--- config.mk ---
export PLATFORM = sky130hd
export DESIGN_NAME = exc_entry_ctrl
export DESIGN_NICKNAME = d
export VERILOG_FILES = /design/src/rtl/exc_pkg.sv /design/src/rtl/exc_arbiter.sv /design/src/rtl/exc_psr_build.sv /design/src/rtl/exc_spsr_bank.sv /design/src/rtl/exc_entry_ctrl.sv
export SDC_FILE = /design/constraint.sdc
export NUM_CORES = 1
export LEC_CHECK = 0
export BUFFER_PORTS_ARGS = -buffer_cell sky130_fd_sc_hd__buf_2
export CAP_MARGIN = 40
export CORE_ASPECT_RATIO = 0.7
export CORE_MARGIN = 2
export CORE_UTILIZATION = 51
export CTS_CLUSTER_DIAMETER = 150
export DETAILED_ROUTE_END_ITERATION = 8
export GPL_TIMING_DRIVEN = 0
export HOLD_SLACK_MARGIN = 0.05
export PLACE_DENSITY = 0.77
export RECOVER_POWER = 25
export SLEW_MARGIN = 20
export SYNTH_ARGS = -nofsm -noshare
export SYNTH_HDL_FRONTEND = slang
export SYNTH_SLANG_ARGS = --single-unit
--- constraint.sdc ---
create_clock -name clk -period 1.9 [get_ports clk]
set_input_delay 0.38 -clock clk [delete_from_list [all_inputs] [get_ports clk]]
set_output_delay 0.38 -clock clk [all_outputs]
set_load 0.05 [all_outputs]
--- src/rtl/exc_pkg.sv ---
`timescale 1ns/1ps
package exc_pkg;
  localparam int PSR_W  = 32;
  localparam int MODE_W = 5;
  localparam int NSRC   = 7;
  localparam int KIND_W = $clog2(NSRC);
  localparam int NBANK  = 5;
  localparam int SLOT_W = $clog2(NBANK);

  localparam int BIT_I = 7;
  localparam int BIT_F = 6;
  localparam int BIT_T = 5;

  typedef enum logic [KIND_W-1:0] {
    K_RESET = 3'd0,
    K_DABT  = 3'd1,
    K_FIQ   = 3'd2,
    K_IRQ   = 3'd3,
    K_PABT  = 3'd4,
    K_SWI   = 3'd5,
    K_UNDEF = 3'd6
  } exc_kind_e;

  localparam logic [MODE_W-1:0] MODE_USR = 5'b10000;
  localparam logic [MODE_W-1:0] MODE_FIQ = 5'b10001;
  localparam logic [MODE_W-1:0] MODE_IRQ = 5'b10010;
  localparam logic [MODE_W-1:0] MODE_SVC = 5'b10011;
  localparam logic [MODE_W-1:0] MODE_ABT = 5'b10111;
  localparam logic [MODE_W-1:0] MODE_UND = 5'b11011;
  localparam logic [MODE_W-1:0] MODE_SYS = 5'b11111;

  function automatic logic [MODE_W-1:0] kind_mode(exc_kind_e k);
    case (k)
      K_FIQ:           return MODE_FIQ;
      K_IRQ:           return MODE_IRQ;
      K_DABT, K_PABT:  return MODE_ABT;
      K_UNDEF:         return MODE_UND;
      default:         return MODE_SVC;
    endcase
  endfunction

  function automatic logic [7:0] kind_offset(exc_kind_e k);
    case (k)
      K_UNDEF: return 8'h04;
      K_SWI:   return 8'h08;
      K_PABT:  return 8'h0C;
      K_DABT:  return 8'h10;
      K_IRQ:   return 8'h18;
      K_FIQ:   return 8'h1C;
      default: return 8'h00;
    endcase
  endfunction

  function automatic logic mode_banked(logic [MODE_W-1:0] m);
    case (m)
      MODE_FIQ, MODE_IRQ, MODE_SVC, MODE_ABT, MODE_UND: return 1'b1;
      default: return 1'b0;
    endcase
  endfunction

  function automatic logic [SLOT_W-1:0] mode_slot(logic [MODE_W-1:0] m);
    case (m)
      MODE_IRQ: return SLOT_W'(1);
      MODE_SVC: return SLOT_W'(2);
      MODE_ABT: return SLOT_W'(3);
      MODE_UND: return SLOT_W'(4);
      default:  return SLOT_W'(0);
    endcase
  endfunction
endpackage

--- src/rtl/exc_arbiter.sv ---
`timescale 1ns/1ps
module exc_arbiter
  import exc_pkg::*;
(
  input  logic [NSRC-1:0] req,
  input  logic            irq_mask,
  input  logic            fiq_mask,
  output logic            any,
  output exc_kind_e       kind
);
  logic [NSRC-1:0] live;

  always_comb begin
    live = req;
    live[int'(K_IRQ)] = req[int'(K_IRQ)] & ~irq_mask;
    live[int'(K_FIQ)] = req[int'(K_FIQ)] & ~fiq_mask;
    any  = |live;
    kind = K_RESET;
    for (int i = NSRC - 1; i >= 0; i--) begin
      if (live[i]) kind = exc_kind_e'(KIND_W'(i));
    end
  end
endmodule

--- src/rtl/exc_psr_build.sv ---
`timescale 1ns/1ps
module exc_psr_build
  import exc_pkg::*;
(
  input  logic [PSR_W-1:0]  old_psr,
  input  exc_kind_e         kind,
  output logic [MODE_W-1:0] new_mode,
  output logic [PSR_W-1:0]  new_psr
);
  always_comb begin
    new_mode = kind_mode(kind);
    new_psr  = old_psr;
    new_psr[MODE_W-1:0] = new_mode;
    new_psr[BIT_I] = 1'b1;
    if (kind == K_FIQ || kind == K_RESET) new_psr[BIT_F] = 1'b1;
    new_psr[BIT_T] = 1'b0;
  end
endmodule

--- src/rtl/exc_spsr_bank.sv ---
`timescale 1ns/1ps
module exc_spsr_bank
  import exc_pkg::*;
(
  input  logic              clk,
  input  logic              rst_n,
  input  logic              wr_en,
  input  logic [MODE_W-1:0] wr_mode,
  input  logic [PSR_W-1:0]  wr_data,
  input  logic [MODE_W-1:0] rd_mode,
  output logic              rd_hit,
  output logic [PSR_W-1:0]  rd_data
);
  logic [PSR_W-1:0] slot_q [NBANK];
  logic             wr_ok;

  assign wr_ok = wr_en && mode_banked(wr_mode);

  for (genvar g = 0; g < NBANK; g++) begin : g_slot
    always_ff @(posedge clk or negedge rst_n) begin
      if (!rst_n) slot_q[g] <= '0;
      else if (wr_ok && mode_slot(wr_mode) == SLOT_W'(g)) slot_q[g] <= wr_data;
    end
  end

  always_comb begin
    rd_hit  = mode_banked(rd_mode);
    rd_data = '0;
    for (int i = 0; i < NBANK; i++) begin
      if (rd_hit && mode_slot(rd_mode) == SLOT_W'(i)) rd_data = slot_q[i];
    end
  end

  // a write to the slot being read shows on the read side next cycle
  a_r4_slot_written: assert property (@(posedge clk) disable iff (!rst_n)
    (wr_ok && rd_mode == wr_mode) |=>
      (rd_mode != $past(rd_mode)) || (rd_data == $past(wr_data)));
endmodule

--- src/rtl/exc_entry_ctrl.sv ---
`timescale 1ns/1ps
module exc_entry_ctrl
  import exc_pkg::*;
#(
  parameter int               ADDR_W   = 32,
  parameter logic [ADDR_W-1:0] VEC_BASE = '0,
  parameter int               PC_STEP  = 4
) (
  input  logic              clk,
  input  logic              rst_n,
  input  logic              req_reset,
  input  logic              req_dabt,
  input  logic              req_fiq,
  input  logic              req_irq,
  input  logic              req_pabt,
  input  logic              req_swi,
  input  logic              req_undef,
  input  logic [31:0]       cur_psr,
  input  logic [ADDR_W-1:0] cur_pc,
  input  logic              ent_ready,
  output logic              ent_valid,
  output logic [2:0]        ent_kind,
  output logic [4:0]        ent_mode,
  output logic [31:0]       ent_psr,
  output logic [31:0]       ent_spsr,
  output logic [ADDR_W-1:0] ent_link,
  output logic [ADDR_W-1:0] ent_vector,
  input  logic              ret_req,
  output logic              ret_valid,
  output logic [31:0]       ret_psr
);
  logic [NSRC-1:0]   req_vec;
  logic              win_any;
  exc_kind_e         win_kind;
  logic [MODE_W-1:0] nxt_mode;
  logic [PSR_W-1:0]  nxt_psr;
  logic              slot_free;
  logic              fire;
  logic              bank_hit;
  logic [PSR_W-1:0]  bank_data;

  assign req_vec = {req_undef, req_swi, req_pabt, req_irq, req_fiq, req_dabt, req_reset};

  exc_arbiter u_arb (
    .req      (req_vec),
    .irq_mask (cur_psr[BIT_I]),
    .fiq_mask (cur_psr[BIT_F]),
    .any      (win_any),
    .kind     (win_kind)
  );

  exc_psr_build u_build (
    .old_psr  (cur_psr),
    .kind     (win_kind),
    .new_mode (nxt_mode),
    .new_psr  (nxt_psr)
  );

  assign slot_free = !ent_valid || ent_ready;
  assign fire      = slot_free && win_any;

  exc_spsr_bank u_bank (
    .clk     (clk),
    .rst_n   (rst_n),
    .wr_en   (fire),
    .wr_mode (nxt_mode),
    .wr_data (cur_psr),
    .rd_mode (cur_psr[MODE_W-1:0]),
    .rd_hit  (bank_hit),
    .rd_data (bank_data)
  );

  always_ff @(posedge clk or negedge rst_n) begin
    if (!rst_n) begin
      ent_valid  <= 1'b0;
      ent_kind   <= '0;
      ent_mode   <= '0;
      ent_psr    <= '0;
      ent_spsr   <= '0;
      ent_link   <= '0;
      ent_vector <= '0;
    end else if (slot_free) begin
      ent_valid <= win_any;
      if (win_any) begin
        ent_kind   <= win_kind;
        ent_mode   <= nxt_mode;
        ent_psr    <= nxt_psr;
        ent_spsr   <= cur_psr;
        ent_link   <= cur_pc + ADDR_W'(PC_STEP);
        ent_vector <= VEC_BASE + ADDR_W'(kind_offset(win_kind));
      end
    end
  end

  always_ff @(posedge clk or negedge rst_n) begin
    if (!rst_n) begin
      ret_valid <= 1'b0;
      ret_psr   <= '0;
    end else begin
      ret_valid <= ret_req;
      if (ret_req) ret_psr <= bank_hit ? bank_data : cur_psr;
    end
  end

  // reset request always wins and lands in supervisor mode
  a_r1_reset_wins: assert property (@(posedge clk) disable iff (!rst_n)
    (slot_free && req_reset) |=> ent_valid && ent_kind == 3'd0 && ent_mode == MODE_SVC);

  // entry bits of the new status word
  a_r5_entry_bits: assert property (@(posedge clk) disable iff (!rst_n)
    ent_valid |-> ent_psr[BIT_I] && !ent_psr[BIT_T] && ent_psr[4:0] == ent_mode);

  // a lone masked normal interrupt produces no record
  a_r6_irq_masked: assert property (@(posedge clk) disable iff (!rst_n)
    (slot_free && req_irq && cur_psr[BIT_I] && !req_reset && !req_dabt &&
     !(req_fiq && !cur_psr[BIT_F]) && !req_pabt && !req_swi && !req_undef) |=> !ent_valid);

  // stalled record holds
  a_r7_hold: assert property (@(posedge clk) disable iff (!rst_n)
    (ent_valid && !ent_ready) |=> ent_valid && $stable(ent_kind) && $stable(ent_psr) &&
      $stable(ent_spsr) && $stable(ent_link) && $stable(ent_vector));

  // saved copy and link taken at the sampling edge
  a_r8_link_spsr: assert property (@(posedge clk) disable iff (!rst_n)
    fire |=> ent_link == $past(cur_pc) + ADDR_W'(PC_STEP) && ent_spsr == $past(cur_psr));

  // return strobe answered next cycle
  a_r9_ret_pulse: assert property (@(posedge clk) disable iff (!rst_n)
    ret_req |=> ret_valid);
endmodule

# After elaboration in Yosys (flattened, before gate mapping)
# Index checks and enable logic that the tools add are counted.
# classes
n_addsub	1
eq_ne	24
muxes	20
n_bitwise	4
n_reduce_logical	23
# ops
operator	count
32-bit two-way mux	6
5-bit == test, second input constant	10
32-bit by 3-bit adder with 32-bit output, second input constant	1
5-bit case mux with 6 select lines	1
3-bit case mux with 4 select lines	2
3-bit two-way mux	7
3-bit by 2-bit == test with 1-bit output, second input constant	6
4-bit case mux with 4 select lines	1
3-bit == test, second input constant	5
1-bit logical AND	12
5-bit OR reduction	2
3-bit by 1-bit == test with 1-bit output, second input constant	3
3-bit logical NOT	3
7-bit OR reduction	1
1-bit two-way mux	3
1-bit bitwise AND	2
1-bit logical OR	2
1-bit NOT	2
2-bit AND reduction	1
2-bit OR reduction	1
1-bit logical NOT	1
# totals
register_bits	305
inputBits	75
output_inout_bits	170
word_cells	86

# Depth between registers and ports, before layout
# depth
word_depth	15
depth_mapped	13
ltp_nobuf	11

# Modules after synthesis
# Synthesis repeated with hierarchy kept, for this count alone.
# unflattened
cells_unflattened	1279
area_unflattened_um2	13865.8
# by_module_without_submodules
mod	instances	cells_per_inst	area_per_inst_um2	seq_area_each_um2
exc_spsr_bank	1	555	7280.7	4003.8
exc_entry_ctrl	1	671	6212.2	3528.4
exc_psr_build	1	40	294.0	0.0
exc_arbiter	1	13	78.8	0.0

# Least setup slack after synthesis
# No wires, ideal clock.
# synth_timing
path_type	in2reg
start	input port cur_psr[6]
end	register u_bank.slot_q[128] in the netlist's numbering
setup_ns	0.125
t_arrival_ns	2.574
required_ns	1.775
path_slack_ns	-0.799
cell_stages	12
path_buffers	3
path_cell_list	buf_6 -> nor2b_1 -> nor2_1 -> a21oi_1 -> or2_2 -> inv_1 -> ha_1 -> nor3_4 -> or4b_1 -> buf_6 -> buf_12 -> mux2_4
# synth_between
elab_chain_len	13
word_cells_on_any_way	25
cone_classes	eq/ne (10); mux (6); bitwise (2); reduce/logical (7)
# synth_rtl
element	line	text
start: declaration	exc_entry_ctrl.sv:18	input logic [31:0] cur_psr,
1-bit NOT (*)	exc_arbiter.sv:16	live[int'(K_FIQ)] = req[int'(K_FIQ)] & ~fiq_mask;
1-bit bitwise AND (*)	exc_arbiter.sv:16	
3-bit two-way mux (3 in series)	exc_arbiter.sv:20	if (live[i]) kind = exc_kind_e'(KIND_W'(i));
3-bit by 1-bit == test with 1-bit output or 3-bit == test (tied branches)	exc_pkg.sv:33	case (k)
2-bit OR reduction	exc_pkg.sv:33	
4-bit case mux with 4 select lines	exc_pkg.sv:33	
5-bit == test, on equally long branches	exc_pkg.sv:55, exc_pkg.sv:62	
5-bit OR reduction	exc_pkg.sv:55	case (m)
1-bit two-way mux	exc_pkg.sv:55	
1-bit logical AND	exc_spsr_bank.sv:17	assign wr_ok = wr_en && mode_banked(wr_mode);
1-bit logical AND (*)	exc_spsr_bank.sv:22	else if (wr_ok && mode_slot(wr_mode) == SLOT_W'(g)) slot_q[g] <= wr_data;
end signal: indexed assignment	exc_spsr_bank.sv:22	
end: declaration	exc_spsr_bank.sv:14	logic [PSR_W-1:0] slot_q [NBANK];
# Mark *: on every way between the ends. The rest lies on a longest branch, timed or not.
# A chain may end at the register's enable or synchronous reset.

# Worst setup path after layout
# layout_timing
start	input port req_irq
end	register u_bank.slot_q[77] in the netlist's numbering
# layout_between
elab_chain_len	13
word_cells_on_any_way	25
cone_classes	eq/ne (11); mux (7); bitwise (1); reduce/logical (6)
# layout_rtl
element	line	text
start: declaration	exc_entry_ctrl.sv:14	input logic req_irq,
1-bit bitwise AND (*)	exc_arbiter.sv:15	live[int'(K_IRQ)] = req[int'(K_IRQ)] & ~irq_mask;
branches (longest 11 deep; another with 5-bit == test)	--	
1-bit logical AND (*)	exc_spsr_bank.sv:22	
# Mark *: on every way between the ends.

==> results.cfg <==
[critical_path]
worst_r2r_endpoint = ent_spsr[4]$_DFFE_PN0P_
crit_path_max_incr_delay_ns = 0.30
timing.reg2reg.setup_slack_ns = -0.10
critPathLaunchType = primary input
worst-endpoint-arrival_ns = 2.59
reg2reg_from = ent_valid$_DFFE_PN0P_
critical-path-top-cell-by-count = nor2_4
slowest_cell_on_the_critical_path = mux2_4
critical-path-top-delay-family = simple AND/OR/NAND/NOR gates
cp_num_buf_inv = 3
critPathKind = primary input to register
critPathMaxFanout = 5
crit_path_end_kind = register
critical_path_required_ns = 2.31
worst-r2r-cell-count = 6
critical_path.cell_chain = buf_2 > and2b_2 > nor2_4 > a21oi_2 > or2_4 > ha_2 > nor2_4 > nand2_2 > nor3_4 > o21a_4 > buf_12 > buf_8 > mux2_4

[floorplanning]
die_y_um = 138
top_level_ports = 245
floorplan.initialDensity_pct = 51.6
fp-row-count = 49
fp.dieArea_um2 = 27100
fp.coreArea_um2 = 25500
die_width_um = 196

[hold_path]
min_path_cells = 3
timing.hold.worst.class = primary input to register
worst_min_delay_path_startpoint = cur_pc[1]
worst_hold_path.endpoint = ent_link[1]$_DFFE_PN0P_

[placement]
place.detailed.instances = 1806
place.gp.congestion = 0.873
post_dp_cell_area_um2 = 15000
dpl.hpwl_um = 23700
buffer_ports.inserted = 211

[cts]
cts.reportedPaths.clkPinSlew_ns = 0.06
maximum_buffer_depth_of_the_clock_tree = 3
cts-root-buf = clkbuf_16
clock_insertion_delay_worst_skew_ns = 0.53
htreeDepth = 1
clock_tree_from_tritoncts = done
clock_sinks = 270
cts_made_buffers = 26

[drt]
totalWireLength_um = 36400
drtIter0Drc = 667
met1Wirelength_um = 16400
post-route-drc-count = 0
dr.max_layer_used = met4
dr_wl_met2_um = 16600
post_detailed_route_count_of_antenna_violating_nets = 0
viasPerCell = 5.59
dr_wl_met3_um = 2550
detailedRoute.firstPassIterationCount = 5
vias = 10582
route.detailed.wl_per_inst_um = 19.2

[global_route]
global_route.usage.total_pct = 26.2
grt_first_pass_wirelength_um = 56800
antenna_found_initial = 2
via_count_of_the_first_global_routing_pass = 10296
pin_count_of_the_biggest_net_entering_global_routing = 101
gr-total-overflow = 0

[run_status]
status = finished, violations left
violations = setup timing

[timing]
timing.clock.skew_ns = 0.00867
hold_violations = 0
final.setup.worst_slack_ns = -0.284
tightest_slew_ns = 1.22
finalWorstPathRequiredPeriod_ns = 2.18
clock.fmax_mhz = 458
slew_viol_final = 0
relSlewSlack_pct = 18.3
final-setup-viol-count = 175
final_min_period_over_clock_period_pct = 115
grt_setup_unrepaired = true

[yosys]
synthFlopType = dfrtp_1
yosys.area.top_type = dfrtp_1
yosys_warnings = 0
ys_types = 56
yosysSeqAreaShare_pct = 51.4
syn-cell-area_um2 = 13200
synth.ff_latch_count = 270
count_of_mapped_cells_out_of_synthesis = 1233
avgSynthCellArea_um2 = 10.7
post_synth_main_area_contributors = dfrtp_1 51%, mux2_2 11%, nand2_1 4.4%
synth_enable_flop_cells = 0
synth-async-reset-ratio_pct = 100
yosys.area.top_type_share_pct = 51.4

[cells_and_area]
layout.cells.most_common = dfrtp_1
nNetsFinal = 1625
postLayoutCoreUtil_pct = 65.2
final_area_um2 = 16600
instances_no_fill = 1894
most-common-layout-cells = 270 x dfrtp_1, 208 x buf_2, 151 x nand2_1
drive_above_1_share_pct = 37.9
area_growth_syn_to_layout_pct = 26.3

[pwr]
switching_share_pct = 31.5
cellInternalPower_uw = 11200
combinationalPowerShare_pct = 24.0
seq_power_share_pct = 43.7
power.switching_uw = 5160
power.share.clock_pct = 32.3
power_density_nw_per_um2 = 985
worst_ir_drop_vdd_mv = 0.636
cellLeakagePower_uw = 0.00819

[flow_run]
drv.max_cap_violation_count = 0
==> state kept, by name, indices dropped and copies added, names as in the netlist <==
register	cells
ret_psr	32
ent_vector	3
u_bank.slot_q	160
ent_valid	1
ret_valid	1
ent_mode	4
ent_psr	2
ent_link	32
ent_spsr	32
ent_kind	3
==> worst max path at each step <==
stage	start	to	slack [ns]	cells past startpoint
floorplan	cur_psr[6]	u_bank.slot_q[128]$_DFFE_PN0P_	-0.58	12
global placement	rst_n	ent_link[11]$_DFFE_PN0P_	-4.44	1
detailed placement	cur_psr[7]	u_bank.slot_q[76]$_DFFE_PN0P_	-1.09	12
CTS	cur_psr[7]	u_bank.slot_q[137]$_DFFE_PN0P_	-0.25	12
global route	req_irq	u_bank.slot_q[84]$_DFFE_PN0P_	-0.34	13
finish	req_irq	u_bank.slot_q[77]$_DFFE_PN0P_	-0.28	13
==> cell usage after synthesis, types with 3 or more instances <==
library cell and instances:
mux2_4 30, o21ai_0 68, buf_12 3, nor3_1 41, xor2_1 12, nand2_1 155, a221o_1 31, a2bb2oi_1 30
buf_1 5, nand3_1 15, o32ai_1 31, and4_1 5, buf_4 60, nor2_1 75, and2_1 5, ha_1 7
or2_2 3, nand2b_1 5, mux2_2 130, xnor2_1 16, clkbuf_1 63, nand4_1 9, buf_2 10, and3_1 4
nor4_1 3, a21oi_1 42, dfrtp_1 270, nor2b_1 4, inv_1 68
==> tightest hold or removal path: stages <==
cell     delay, ns
buf_2         0.09
nand2_1       0.04
nand2_1       0.05
==> logic make-up (layout without fill, tap and decap cells) <==
family                   Yosys count  after routing  share of synthesized area (%)
AO/OA/AOI/OAI                    216            216                           11.5
XOR/XNOR                          28             28                           1.86
adder cells (fa/ha/maj)            7              7                          0.666
buffers and inverters            211            510                           8.31
flip-flops                       270            270                           51.4
multiplexers                     161            161                           14.6
other                              1             32                         0.0285
AND/OR/NAND/NOR                  339            339                           11.7
==> power groups by stage <==
stage               combinational, uW  sequential (uW)  clock (uW)
finish                           3920             7160        5280
global route                     4190             7260        5540
CTS                              3890             7140        5330
detailed placement               3720             7230           0
global placement                 3610             7190           0
floorplan                        1950             7940           0
==> cell type report <==
type | count | area [um2]
Buffer | 140 | 1010
Timing Repair Buffer | 256 | 1620
Antenna cell | 2 | 5.00
Clock buffer | 36 | 749
Multi-Input combinational cell | 781 | 5700
Sequential cell | 270 | 6760
Fill cell | 1988 | 8890
Inverter | 68 | 258
Clock inverter | 10 | 109
Tap cell | 331 | 414
==> repair_timing <==
| item | 4_1_cts | 5_1_grt |
|---|---|---|
| endpoints found under the hold margin | 88 | 0 |
| endpoints found under the setup margin | 253 | 229 |
| cloned | 6 | 0 |
| hold buffers | 3 | 0 |
| buffers inserted | 29 | 7 |
| pin swaps | 8 | 8 |
| gates resized for setup | 74 | 28 |
==> per-stage QoR <==
step | setup TNS, ns | power [uW] | hold slack [ns] | setup WS [ns]
2_1_floorplan | -57.03 | 9890 | 0.0844 | -0.582
3_3_place_gp | -1392.49 | 10800 | 0.456 | -4.44
3_5_place_dp | -208.25 | 10900 | 0.436 | -1.09
4_1_cts | -14.91 | 16400 | 0.0727 | -0.254
5_1_grt | -62.61 | 17000 | 0.0801 | -0.340
6_report | -27.14 | 16400 | 0.0679 | -0.284
==> routing by layer <==
layer  track usage, %  vias to the layer above
met2             40.7                      442
met1             38.6                     5258
met5                0                        -
li1                 -                     4813
met3             4.54                       69
met4             5.86                        0
Note: power is estimated with default switching activity, not from simulation.
